**src/rtl/irq_ctrl_pkg.sv**
```systemverilog
package irq_ctrl_pkg;
  localparam int BANK_STRIDE = 24;

  typedef enum logic [2:0] {
    SEL_NONE, SEL_STATUS, SEL_ENABLE, SEL_SET, SEL_ACK, SEL_POL, SEL_KIND
  } reg_sel_e;

  function automatic reg_sel_e decode_offset(input logic [7:0] ofs);
    case (ofs)
      8'h00:   return SEL_STATUS;
      8'h04:   return SEL_ENABLE;
      8'h08:   return SEL_SET;
      8'h0C:   return SEL_ACK;
      8'h10:   return SEL_POL;
      8'h14:   return SEL_KIND;
      default: return SEL_NONE;
    endcase
  endfunction
endpackage

```
**src/rtl/irq_sync.sv**
```systemverilog
module irq_sync #(
  parameter int WIDTH = 32
) (
  input  logic             clk,
  input  logic             rst,
  input  logic [WIDTH-1:0] async_i,
  output logic [WIDTH-1:0] sync_o
);
  logic [WIDTH-1:0] meta_q;
  logic [WIDTH-1:0] stable_q;

  always_ff @(posedge clk) begin
    if (rst) begin
      meta_q   <= '0;
      stable_q <= '0;
    end else begin
      meta_q   <= async_i;
      stable_q <= meta_q;
    end
  end

  assign sync_o = stable_q;
endmodule

```
**src/rtl/irq_bank.sv**
```systemverilog
module irq_bank
  import irq_ctrl_pkg::*;
#(
  parameter int              NSRC       = 32,
  parameter int              ID_W       = $clog2(NSRC),
  parameter logic [NSRC-1:0] KIND_RESET = '0,
  parameter logic [NSRC-1:0] POL_RESET  = '1
) (
  input  logic            clk,
  input  logic            rst,
  input  logic [NSRC-1:0] sync_i,
  input  logic            wr_i,
  input  reg_sel_e        sel_i,
  input  logic [NSRC-1:0] wdata_i,
  output logic [NSRC-1:0] rdata_o,
  output logic            irq_o,
  output logic [ID_W-1:0] id_o
);
  logic [NSRC-1:0] en_q, pol_q, kind_q, pend_q, prev_q;
  logic [NSRC-1:0] set_vec, ack_vec, qual, rise, fall, hit_edge, pend_nxt, masked;
  logic [ID_W-1:0] low_idx;
  logic            irq_q;
  logic [ID_W-1:0] id_q;

  assign set_vec = (wr_i && sel_i == SEL_SET) ? wdata_i : '0;
  assign ack_vec = (wr_i && sel_i == SEL_ACK) ? wdata_i : '0;

  // Trigger qualification
  assign qual     = ~(sync_i ^ pol_q);
  assign rise     = sync_i & ~prev_q;
  assign fall     = ~sync_i & prev_q;
  assign hit_edge = (pol_q & rise) | (~pol_q & fall);
  assign pend_nxt = set_vec
                  | (kind_q & ((pend_q & ~ack_vec) | hit_edge))
                  | (~kind_q & qual);

  always_ff @(posedge clk) begin
    if (rst) begin
      en_q   <= '0;
      pol_q  <= POL_RESET;
      kind_q <= KIND_RESET;
      pend_q <= '0;
      prev_q <= '0;
    end else begin
      prev_q <= sync_i;
      pend_q <= pend_nxt;
      if (wr_i && sel_i == SEL_ENABLE) en_q   <= wdata_i;
      if (wr_i && sel_i == SEL_POL)    pol_q  <= wdata_i;
      if (wr_i && sel_i == SEL_KIND)   kind_q <= wdata_i;
    end
  end

  assign masked = pend_q & en_q;

  always_comb begin
    low_idx = '0;
    for (int i = NSRC - 1; i >= 0; i--) begin
      if (masked[i]) low_idx = ID_W'(i);
    end
  end

  always_ff @(posedge clk) begin
    if (rst) begin
      irq_q <= 1'b0;
      id_q  <= '0;
    end else begin
      irq_q <= |masked;
      id_q  <= low_idx;
    end
  end

  assign irq_o = irq_q;
  assign id_o  = id_q;

  always_comb begin
    case (sel_i)
      SEL_STATUS: rdata_o = pend_q;
      SEL_ENABLE: rdata_o = en_q;
      SEL_POL:    rdata_o = pol_q;
      SEL_KIND:   rdata_o = kind_q;
      default:    rdata_o = '0;
    endcase
  end

  AST_LEVEL_TRACKS: assert property (@(posedge clk) disable iff (rst)
    1'b1 |=> ((pend_q ^ $past(qual)) & $past(~kind_q & ~set_vec)) == '0);
  AST_EDGE_HOLDS: assert property (@(posedge clk) disable iff (rst)
    1'b1 |=> (pend_q | ~$past(pend_q & kind_q & ~ack_vec)) == '1);
  AST_IRQ_FOLLOWS_MASK: assert property (@(posedge clk) disable iff (rst)
    1'b1 |=> irq_o == $past(|masked));
  AST_ID_LOWEST: assert property (@(posedge clk) disable iff (rst)
    1'b1 |=> !irq_o || (($past(masked) >> id_o) & NSRC'(1)) == NSRC'(1));
  AST_ID_NONE_BELOW: assert property (@(posedge clk) disable iff (rst)
    1'b1 |=> ($past(masked) & ((NSRC'(1) << id_o) - NSRC'(1))) == '0);
endmodule

```
**src/rtl/irq_prio_sel.sv**
```systemverilog
module irq_prio_sel #(
  parameter int NBANK  = 5,
  parameter int ID_W   = 5,
  parameter int BANK_W = (NBANK > 1) ? $clog2(NBANK) : 1,
  parameter int NUM_W  = BANK_W + ID_W
) (
  input  logic                  clk,
  input  logic                  rst,
  input  logic [NBANK-1:0]      req_i,
  input  logic [NBANK*ID_W-1:0] id_i,
  output logic                  valid_o,
  output logic [NUM_W-1:0]      num_o
);
  logic             any;
  logic [NUM_W-1:0] pick;
  logic             valid_q;
  logic [NUM_W-1:0] num_q;

  always_comb begin
    any  = 1'b0;
    pick = '0;
    for (int b = NBANK - 1; b >= 0; b--) begin
      if (req_i[b]) begin
        any  = 1'b1;
        pick = {BANK_W'(b), id_i[b*ID_W +: ID_W]};
      end
    end
  end

  always_ff @(posedge clk) begin
    if (rst) begin
      valid_q <= 1'b0;
      num_q   <= '0;
    end else begin
      valid_q <= any;
      num_q   <= pick;
    end
  end

  assign valid_o = valid_q;
  assign num_o   = num_q;

  AST_BANK0_FIRST: assert property (@(posedge clk) disable iff (rst)
    $past(req_i[0]) |-> valid_o && num_o[NUM_W-1 -: BANK_W] == '0);
  AST_VALID_ANY: assert property (@(posedge clk) disable iff (rst)
    1'b1 |=> valid_o == $past(|req_i));
endmodule

```
**src/rtl/banked_irq_ctrl.sv**
```systemverilog
module banked_irq_ctrl
  import irq_ctrl_pkg::*;
#(
  parameter int              NUM_BANKS    = 5,
  parameter int              SRC_PER_BANK = 32,
  parameter int              ADDR_W       = 8,
  parameter logic [SRC_PER_BANK-1:0] BANK0_KIND_INIT = SRC_PER_BANK'(32'h0000_E000),
  parameter int              ID_W         = $clog2(SRC_PER_BANK),
  parameter int              BANK_W       = (NUM_BANKS > 1) ? $clog2(NUM_BANKS) : 1,
  parameter int              NUM_W        = BANK_W + ID_W
) (
  input  logic                           clk,
  input  logic                           rst,
  input  logic                           bus_wr,
  input  logic                           bus_rd,
  input  logic [ADDR_W-1:0]              bus_addr,
  input  logic [SRC_PER_BANK-1:0]        bus_wdata,
  output logic [SRC_PER_BANK-1:0]        bus_rdata,
  input  logic [NUM_BANKS*SRC_PER_BANK-1:0] src_in,
  output logic [NUM_BANKS-1:0]           bank_irq,
  output logic [NUM_BANKS*ID_W-1:0]      bank_src_id,
  output logic                           irq_valid,
  output logic [NUM_W-1:0]               irq_num
);
  localparam int TOTAL = NUM_BANKS * SRC_PER_BANK;

  logic [TOTAL-1:0]              src_sync;
  logic [NUM_BANKS-1:0]          bank_hit;
  logic [NUM_BANKS-1:0]          strobe_hit;
  logic [SRC_PER_BANK-1:0]       bank_rd [NUM_BANKS];
  logic [SRC_PER_BANK-1:0]       rd_mux;
  logic [SRC_PER_BANK-1:0]       rdata_q;
  logic                          strobe_sel;

  irq_sync #(.WIDTH(TOTAL)) u_sync (
    .clk     (clk),
    .rst     (rst),
    .async_i (src_in),
    .sync_o  (src_sync)
  );

  for (genvar b = 0; b < NUM_BANKS; b++) begin : g_bank
    logic [ADDR_W-1:0] ofs;
    reg_sel_e          sel;

    assign bank_hit[b] = (bus_addr >= ADDR_W'(b * BANK_STRIDE)) &&
                         (bus_addr <  ADDR_W'((b + 1) * BANK_STRIDE));
    assign ofs         = bus_addr - ADDR_W'(b * BANK_STRIDE);
    assign sel         = bank_hit[b] ? decode_offset(8'(ofs)) : SEL_NONE;
    assign strobe_hit[b] = (sel == SEL_SET) || (sel == SEL_ACK);

    irq_bank #(
      .NSRC       (SRC_PER_BANK),
      .ID_W       (ID_W),
      .KIND_RESET ((b == 0) ? BANK0_KIND_INIT : '0),
      .POL_RESET  ('1)
    ) u_bank (
      .clk     (clk),
      .rst     (rst),
      .sync_i  (src_sync[b*SRC_PER_BANK +: SRC_PER_BANK]),
      .wr_i    (bus_wr && bank_hit[b]),
      .sel_i   (sel),
      .wdata_i (bus_wdata),
      .rdata_o (bank_rd[b]),
      .irq_o   (bank_irq[b]),
      .id_o    (bank_src_id[b*ID_W +: ID_W])
    );
  end

  always_comb begin
    rd_mux = '0;
    for (int b = 0; b < NUM_BANKS; b++) begin
      rd_mux = rd_mux | bank_rd[b];
    end
  end

  always_ff @(posedge clk) begin
    if (rst)         rdata_q <= '0;
    else if (bus_rd) rdata_q <= rd_mux;
  end

  assign bus_rdata  = rdata_q;
  assign strobe_sel = |strobe_hit;

  irq_prio_sel #(
    .NBANK  (NUM_BANKS),
    .ID_W   (ID_W),
    .BANK_W (BANK_W),
    .NUM_W  (NUM_W)
  ) u_sel (
    .clk     (clk),
    .rst     (rst),
    .req_i   (bank_irq),
    .id_i    (bank_src_id),
    .valid_o (irq_valid),
    .num_o   (irq_num)
  );

  AST_STROBE_READS_ZERO: assert property (@(posedge clk) disable iff (rst)
    (bus_rd && strobe_sel) |=> bus_rdata == '0);
  AST_ONE_BANK_HIT: assert property (@(posedge clk) disable iff (rst)
    $onehot0(bank_hit));
endmodule

```
**config.mk**
```make
export PLATFORM = sky130hd
export DESIGN_NAME = banked_irq_ctrl
export DESIGN_NICKNAME = d
export VERILOG_FILES = /design/src/rtl/irq_ctrl_pkg.sv /design/src/rtl/irq_sync.sv /design/src/rtl/irq_bank.sv /design/src/rtl/irq_prio_sel.sv /design/src/rtl/banked_irq_ctrl.sv
export SDC_FILE = /design/constraint.sdc
export NUM_CORES = 2
export LEC_CHECK = 0
export BUFFER_PORTS_ARGS = -buffer_cell sky130_fd_sc_hd__buf_2
export CAP_MARGIN = 20
export CORE_MARGIN = 1.5
export CORE_UTILIZATION = 60
export CTS_BUF_LIST = sky130_fd_sc_hd__clkbuf_4 sky130_fd_sc_hd__clkbuf_8
export DETAILED_ROUTE_END_ITERATION = 10
export HOLD_SLACK_MARGIN = 0.08
export PLACE_DENSITY = 0.81
export SLEW_MARGIN = 20
export SYNTH_ARGS = -nofsm -noshare
export SYNTH_HDL_FRONTEND = slang
export SYNTH_HIERARCHICAL = 1
export SYNTH_SLANG_ARGS = --single-unit
```
**constraint.sdc**
```tcl
create_clock -name clk -period 10.9 [get_ports clk]
set_clock_uncertainty 0.1 [all_clocks]
set_input_delay 2.18 -clock clk [delete_from_list [all_inputs] [get_ports clk]]
set_output_delay 2.18 -clock clk [all_outputs]
set_load 0.02 [all_outputs]
```
## Word-level counts from Yosys, hierarchy flattened

Cells that the tools add are included.

| operators by class | value |
|---|---|
| add/sub/neg operators | 4 |
| bitwise logic cells | 99 |
| reductions and logical operators | 73 |
| equality and inequality tests | 55 |
| magnitude comparators | 10 |
| mux-type cells | 190 |

Operators with widths:

| operator | number |
|---|---|
| AND 32 bit | 40 |
| inverter 32 bit | 30 |
| bitwise OR 32 bit | 24 |
| case mux 32 bit (4 select lines) | 5 |
| 2-to-1 mux 5 bit | 81 |
| 2-to-1 mux 32 bit | 10 |
| 2-to-1 mux 4 bit | 40 |
| OR reduction 32 bit | 5 |
| bitwise XOR 32 bit | 5 |
| case mux 3 bit (6 select lines) | 5 |
| OR reduction 17 bit | 5 |
| == test 8 x 4 -> 1 bit (second input constant) | 10 |
| == test 8 x 5 -> 1 bit (second input constant) | 10 |
| 2-to-1 mux 3 bit | 25 |
| == test 3 bit (second input constant) | 15 |
| OR reduction 9 bit | 5 |
| == test 8 x 3 -> 1 bit (second input constant) | 5 |
| zero test 8 bit | 5 |
| logical AND 1 bit | 35 |
| == test 3 x 2 -> 1 bit (second input constant) | 10 |
| OR reduction 5 bit | 6 |
| < comparator 8 x 7 -> 1 bit (second input constant) | 3 |
| 2-to-1 mux 2 bit | 10 |
| OR reduction 3 bit | 6 |
| other kinds (15) | 36 |

| storage, ports and cells | value |
|---|---|
| word-level logic and storage cells | 494 |
| output and inout port bits | 71 |
| bits of input ports | 204 |
| bits in registers | 1191 |

## Logic depth before layout (Yosys ltp)

| depth | value |
|---|---|
| word-level depth | 32 |
| mapped depth | 15 |
| mapped depth without buffers | 12 |

## Cells and area by module

The synthesis kept the hierarchy.

By module, submodules not included:

| module | cells each | seq. area each (um^2) | area an instance (um^2) | instances |
|---|---|---|---|---|
| irq_bank at g_bank[1].u_bank ... | 960 | 3323.2 | 7599.8 | 4 |
| irq_sync | 675 | 6406.1 | 8575.7 | 1 |
| irq_bank at g_bank[0].u_bank | 960 | 3323.2 | 7607.3 | 1 |
| banked_irq_ctrl | 269 | 640.6 | 2112.0 | 1 |
| irq_prio_sel | 54 | 180.2 | 480.5 | 1 |

## Worst setup path before layout

OpenSTA, ideal clock, no wires.

| timing | value |
|---|---|
| kind | input to register |
| start point | input bus_addr[5] |
| end point | register rdata_q[20], in the netlist bus_rdata[20] |
| setup slack | 5.561 ns |
| buffers on the path | 3 |
| data required time | 10.668 ns |
| arrival time | 5.107 ns |
| stages on the path | 15 |
| setup time | 0.132 ns |
| cells stage by stage | buf_2 -> inv_1 -> ha_1 -> and2_1 -> a311o_1 -> o211ai_1 -> a211oi_1 -> and3b_1 -> buf_2 -> clkbuf_1 -> a22oi_1 -> nand2_1 -> or4b_2 -> nor3_1 -> nor3_1 |

RTL lines:

| what | RTL line | RTL |
|---|---|---|
| from (decl) | banked_irq_ctrl.sv:16 | `input logic [ADDR_W-1:0] bus_addr,` |
| to (signal assigned) | banked_irq_ctrl.sv:79 | `else if (bus_rd) rdata_q <= rd_mux;` |
| to (decl) | banked_irq_ctrl.sv:32 | `logic [SRC_PER_BANK-1:0] rdata_q;` |

## Worst setup path after layout

| timing | value |
|---|---|
| start point | input bus_addr[6] |
| end point | register g_bank[2].u_bank.kind_q[21] |

| on the way | value |
|---|---|
| longest elaborated chain between the ends | 6 |
| elaborated cells between the ends (all ways) | 15 |

RTL lines:

| what | RTL line | RTL |
|---|---|---|
| subtractor 8 x 6 -> 8 bit | banked_irq_ctrl.sv:48 | `assign ofs = bus_addr - ADDR_W'(b * BANK_STRIDE);` |
| == test 8 x 5 -> 1 bit (tied with other cells) | irq_ctrl_pkg.sv:9 | `case (ofs)` |
| case mux 3 bit (6 select lines) | irq_ctrl_pkg.sv:9 |  |
| 2-to-1 mux 3 bit (*) | banked_irq_ctrl.sv:49 | `assign sel = bank_hit[b] ? decode_offset(8'(ofs)) : SEL_NONE;` |
| via g_bank[2].sel[1] | banked_irq_ctrl.sv:44 | `reg_sel_e sel;` |
| == test 3 bit (*) | irq_bank.sv:49 | `if (wr_i && sel_i == SEL_KIND) kind_q <= wdata_i;` |
| logical AND 1 bit (*) | irq_bank.sv:49 |  |
| to (signal assigned) | irq_bank.sv:49 |  |
| to (decl) | irq_bank.sv:19 | `logic [NSRC-1:0] en_q, pol_q, kind_q, pend_q, prev_q;` |

The timed path passes the listed nets; every way through them passes the cells marked *.
A chain may end at the register's enable or synchronous reset.

==> out/qor.yml <==
ys_types: 64
fin_crit_sh: 0.536
design_area_um2: 55100
cts_setup_buffers: 0
yosys.area.top_type: "dfxtp_1"
place.gp.congestion: 0.962
synth_top_cell_area_share: 0.485
dp.cells: 6839
drt-initial-drc-count: 5153
peakVddDrop_mv: 0.133
crit_path_max_fanout: 34
rsz0062_at_grt: "no"
max_stage_delay_ns: 0.91
ys_top_cells_by_area: "dfxtp_1, nand2_1, a21oi_1"
placedInstanceArea_um2: 50900
cpMaxStageDelayCell: "and2_0"
nFillCells: 6512
antenna_found_initial: 10
drive_gt1_frac: 0.119
multi_input_area_um2: 23800
synth-edff-count: 0
grt_max_degree: 240
critPathRequiredTime_ns: 11.56
cts_buffers: 186
arrival_ns: 6.50
crit_type: "primary input to flip-flop"
dpl_worst_slack_ns: 4.44
cts.sinks: 1191
worstPathCellList: "buf_2 -> inv_1 -> ha_1 -> xnor2_1 -> or4_1 -> a21oi_1 -> and3b_2 -> and2_0 -> buf_4 -> nand2_1 -> a21oi_1"
drtPass1Iterations: 7
crit_path_end_kind: "flip-flop"
finalPower_uw: 9050
stdcell_count: 7174
yosysWarnings: 6
via_per_inst: 6.08
tightest_slew_ns: 1.09
status: "finished, final reports clean"
fmax_mhz: 171
start_util: 0.609
synth_cells: 5798
timing.slew.headroom: 0.271
hpwl_um: 103000
setup_viol: 0
clk_path_buf_depth: 3
grt_pass1_wl_um: 236000
postLayoutSetupSlackWorst_ns: 5.06
min_path_type: "flip-flop to flip-flop"
via_count: 43700
grt_use_total: 0.369
pwr_density_cell_nw_per_um2: 164
cp_common_cell: "a21oi_1"
placementRows: 104
port_buffers: 274
ctsResizeCount: 0
cp_top_family: "simple AND/OR/NAND/NOR gates"
area_growth_pct: 12.1
route.detailed.drc: 0
ant_nets: 0
hold_depth: 1
ys_ff_latch: 1191
reg2regPathDepth: 3
clk_latency_ns: 0.85
drv_slew: 0
dieArea_um2: 83700
first_global_vias: 40100
period_minus_slack_ns: 5.84
register_area_um2: 23800
synth_area_um2: 49200
synthArstFlopShare: 0
ctsRootBufferMaster: "clkbuf_8"
ys.flop_type: "dfxtp_1"
htree_num_levels: 4
path_clk_slew_ns: 0.06
yosysSeqAreaShare: 0.485
wl_per_cell_um: 22.1
pin_count: 275
die_x_um: 289
crit_cells: 11
routed_wl_um: 159000
grt_overflow: 0
core_um2: 80800
hold_violations: 0
final_nets: 6180
critical_path.startpoint_type: "primary input"
cts_tree: "yes"
maxCapViolations: 0
synth_fp_nets: 6011
critPathBufInv: 3
syn_area_per_cell_um2: 8.48
holdBufCountCts: 0
fp.dieH_um: 289
power_leakage_uw: 0.0210
setup-tns-final_ns: 0
[synth_stat cells, types with 11 or more instances]
cell and instances:
xor2_1 160, nand2_1 1388, a22oi_1 370, buf_2 148
nand3_1 176, inv_1 12, a221oi_1 11, and2_1 17
nand3b_1 165, nor2_1 68, a21oi_1 835, xnor2_1 162
dfxtp_1 1191, and3b_1 13, a22o_1 30, a41oi_1 11
a32o_1 15, nor2b_1 495, a32oi_1 15, o21ai_0 41
o2111ai_1 15, nor3_1 81, clkbuf_1 180, buf_4 16
or4b_1 25
[path summary, 6_finish.rpt]
check | end | slack (ns) | startpoint
setup / recovery | g_bank[2].u_bank/kind_q[21] | 5.06 | bus_addr[6]
hold / removal | u_sync/sync_o[15] | 0.32 | u_sync/meta_q[15]
setup reg to reg | u_sel/num_o[1] | 8.60 | g_bank[1].u_bank/irq_o
hold reg to reg | u_sync/sync_o[15] | 0.32 | u_sync/meta_q[15]
[layout make-up]
| type | count | share of cell area |
|---|---|---|
| well taps | 1060 | 0.0241 |
| diodes | 3 | 0.000136 |
| clock buffers | 287 | 0.0658 |
| flip-flops and latches | 1191 | 0.433 |
| repair buffers | 340 | 0.0355 |
| multi-input cells | 4236 | 0.431 |
| clock inverters | 45 | 0.00985 |
| inverters | 12 | 0.000817 |
[registers in the layout (all words and copies together), names as in the netlist]
| register | count |
|---|---|
| g_bank.u_bank/en_q | 160 |
| u_sync/meta_q | 160 |
| u_sel/valid_o | 1 |
| u_sel/num_o | 8 |
| bus_rdata | 32 |
| g_bank.u_bank/kind_q | 160 |
| g_bank.u_bank/pend_q | 160 |
| g_bank.u_bank/pol_q | 160 |
| g_bank.u_bank/prev_q | 160 |
| u_sync/sync_o | 160 |
| g_bank.u_bank/irq_o | 5 |
| g_bank.u_bank/id_o | 25 |
[per-stage QoR]
stage               hold slack [ns]   util
floorplan                     0.314      -
global placement              0.315  0.630
detailed placement            0.320  0.630
CTS                           0.319  0.682
global route                  0.320  0.682
finish                        0.323  0.682
[worst register-to-register path, cell delays in order, from the launching register on]
cell,delay [ns]
dfxtp_1,0.63
a21o_2,0.34
a211oi_1,0.84
o21ai_0,0.21
[report_power, final]
part	switching (uW)	internal [uW]	total [uW]	leakage, uW
clock	1800	2340	4140	0.00222
combinational	252	136	389	0.00904
sequential	67.0	4450	4510	0.00970
total	2120	6930	9050	0.0210
[cell families after synthesis]
group           count (synthesis)  share of synthesized area
flops                        1191                      0.485
xor+xnor                      322                     0.0574
mux                             1                   0.000204
compound gates               1396                      0.172
simple gates                 2508                      0.249
fa+ha+maj                       9                    0.00229
buf+inv                       371                     0.0341
[layer usage]
layer / share of wire / track usage / vias to the layer above
li1: - / - / 20200
met1: 0.39 / 0.470 / 20600
met2: 0.45 / 0.585 / 2313
met3: 0.090 / 0.0627 / 489
met4: 0.064 / 0.225 / 6
met5: 0.00024 / 0 / -
[layout by cell type, fill, tap and decap left out, types with 9 or more instances in the layout]
master / Yosys / final
a21oi_1: 835 / 835
a221oi_1: 11 / 11
a22o_1: 30 / 30
a22oi_1: 370 / 370
a32o_1: 15 / 15
a32oi_1: 15 / 15
a41oi_1: 11 / 11
and2_0: 10 / 10
and2_1: 17 / 16
and3b_2: 4 / 12
buf_2: 148 / 273
buf_4: 16 / 60
bufinv_16: 0 / 9
clkbuf_4: 0 / 52
clkbuf_8: 0 / 235
clkinv_2: 0 / 23
dfxtp_1: 1191 / 1191
ha_1: 9 / 9
inv_1: 12 / 12
nand2_1: 1388 / 1384
nand3_1: 176 / 176
nand3b_1: 165 / 165
nor2_1: 68 / 68
nor2b_1: 495 / 495
nor3_1: 81 / 81
o2111ai_1: 15 / 15
o21ai_0: 41 / 41
or4b_1: 25 / 25
xnor2_1: 162 / 162
xor2_1: 160 / 160
Power figures use the tool's default switching activity.
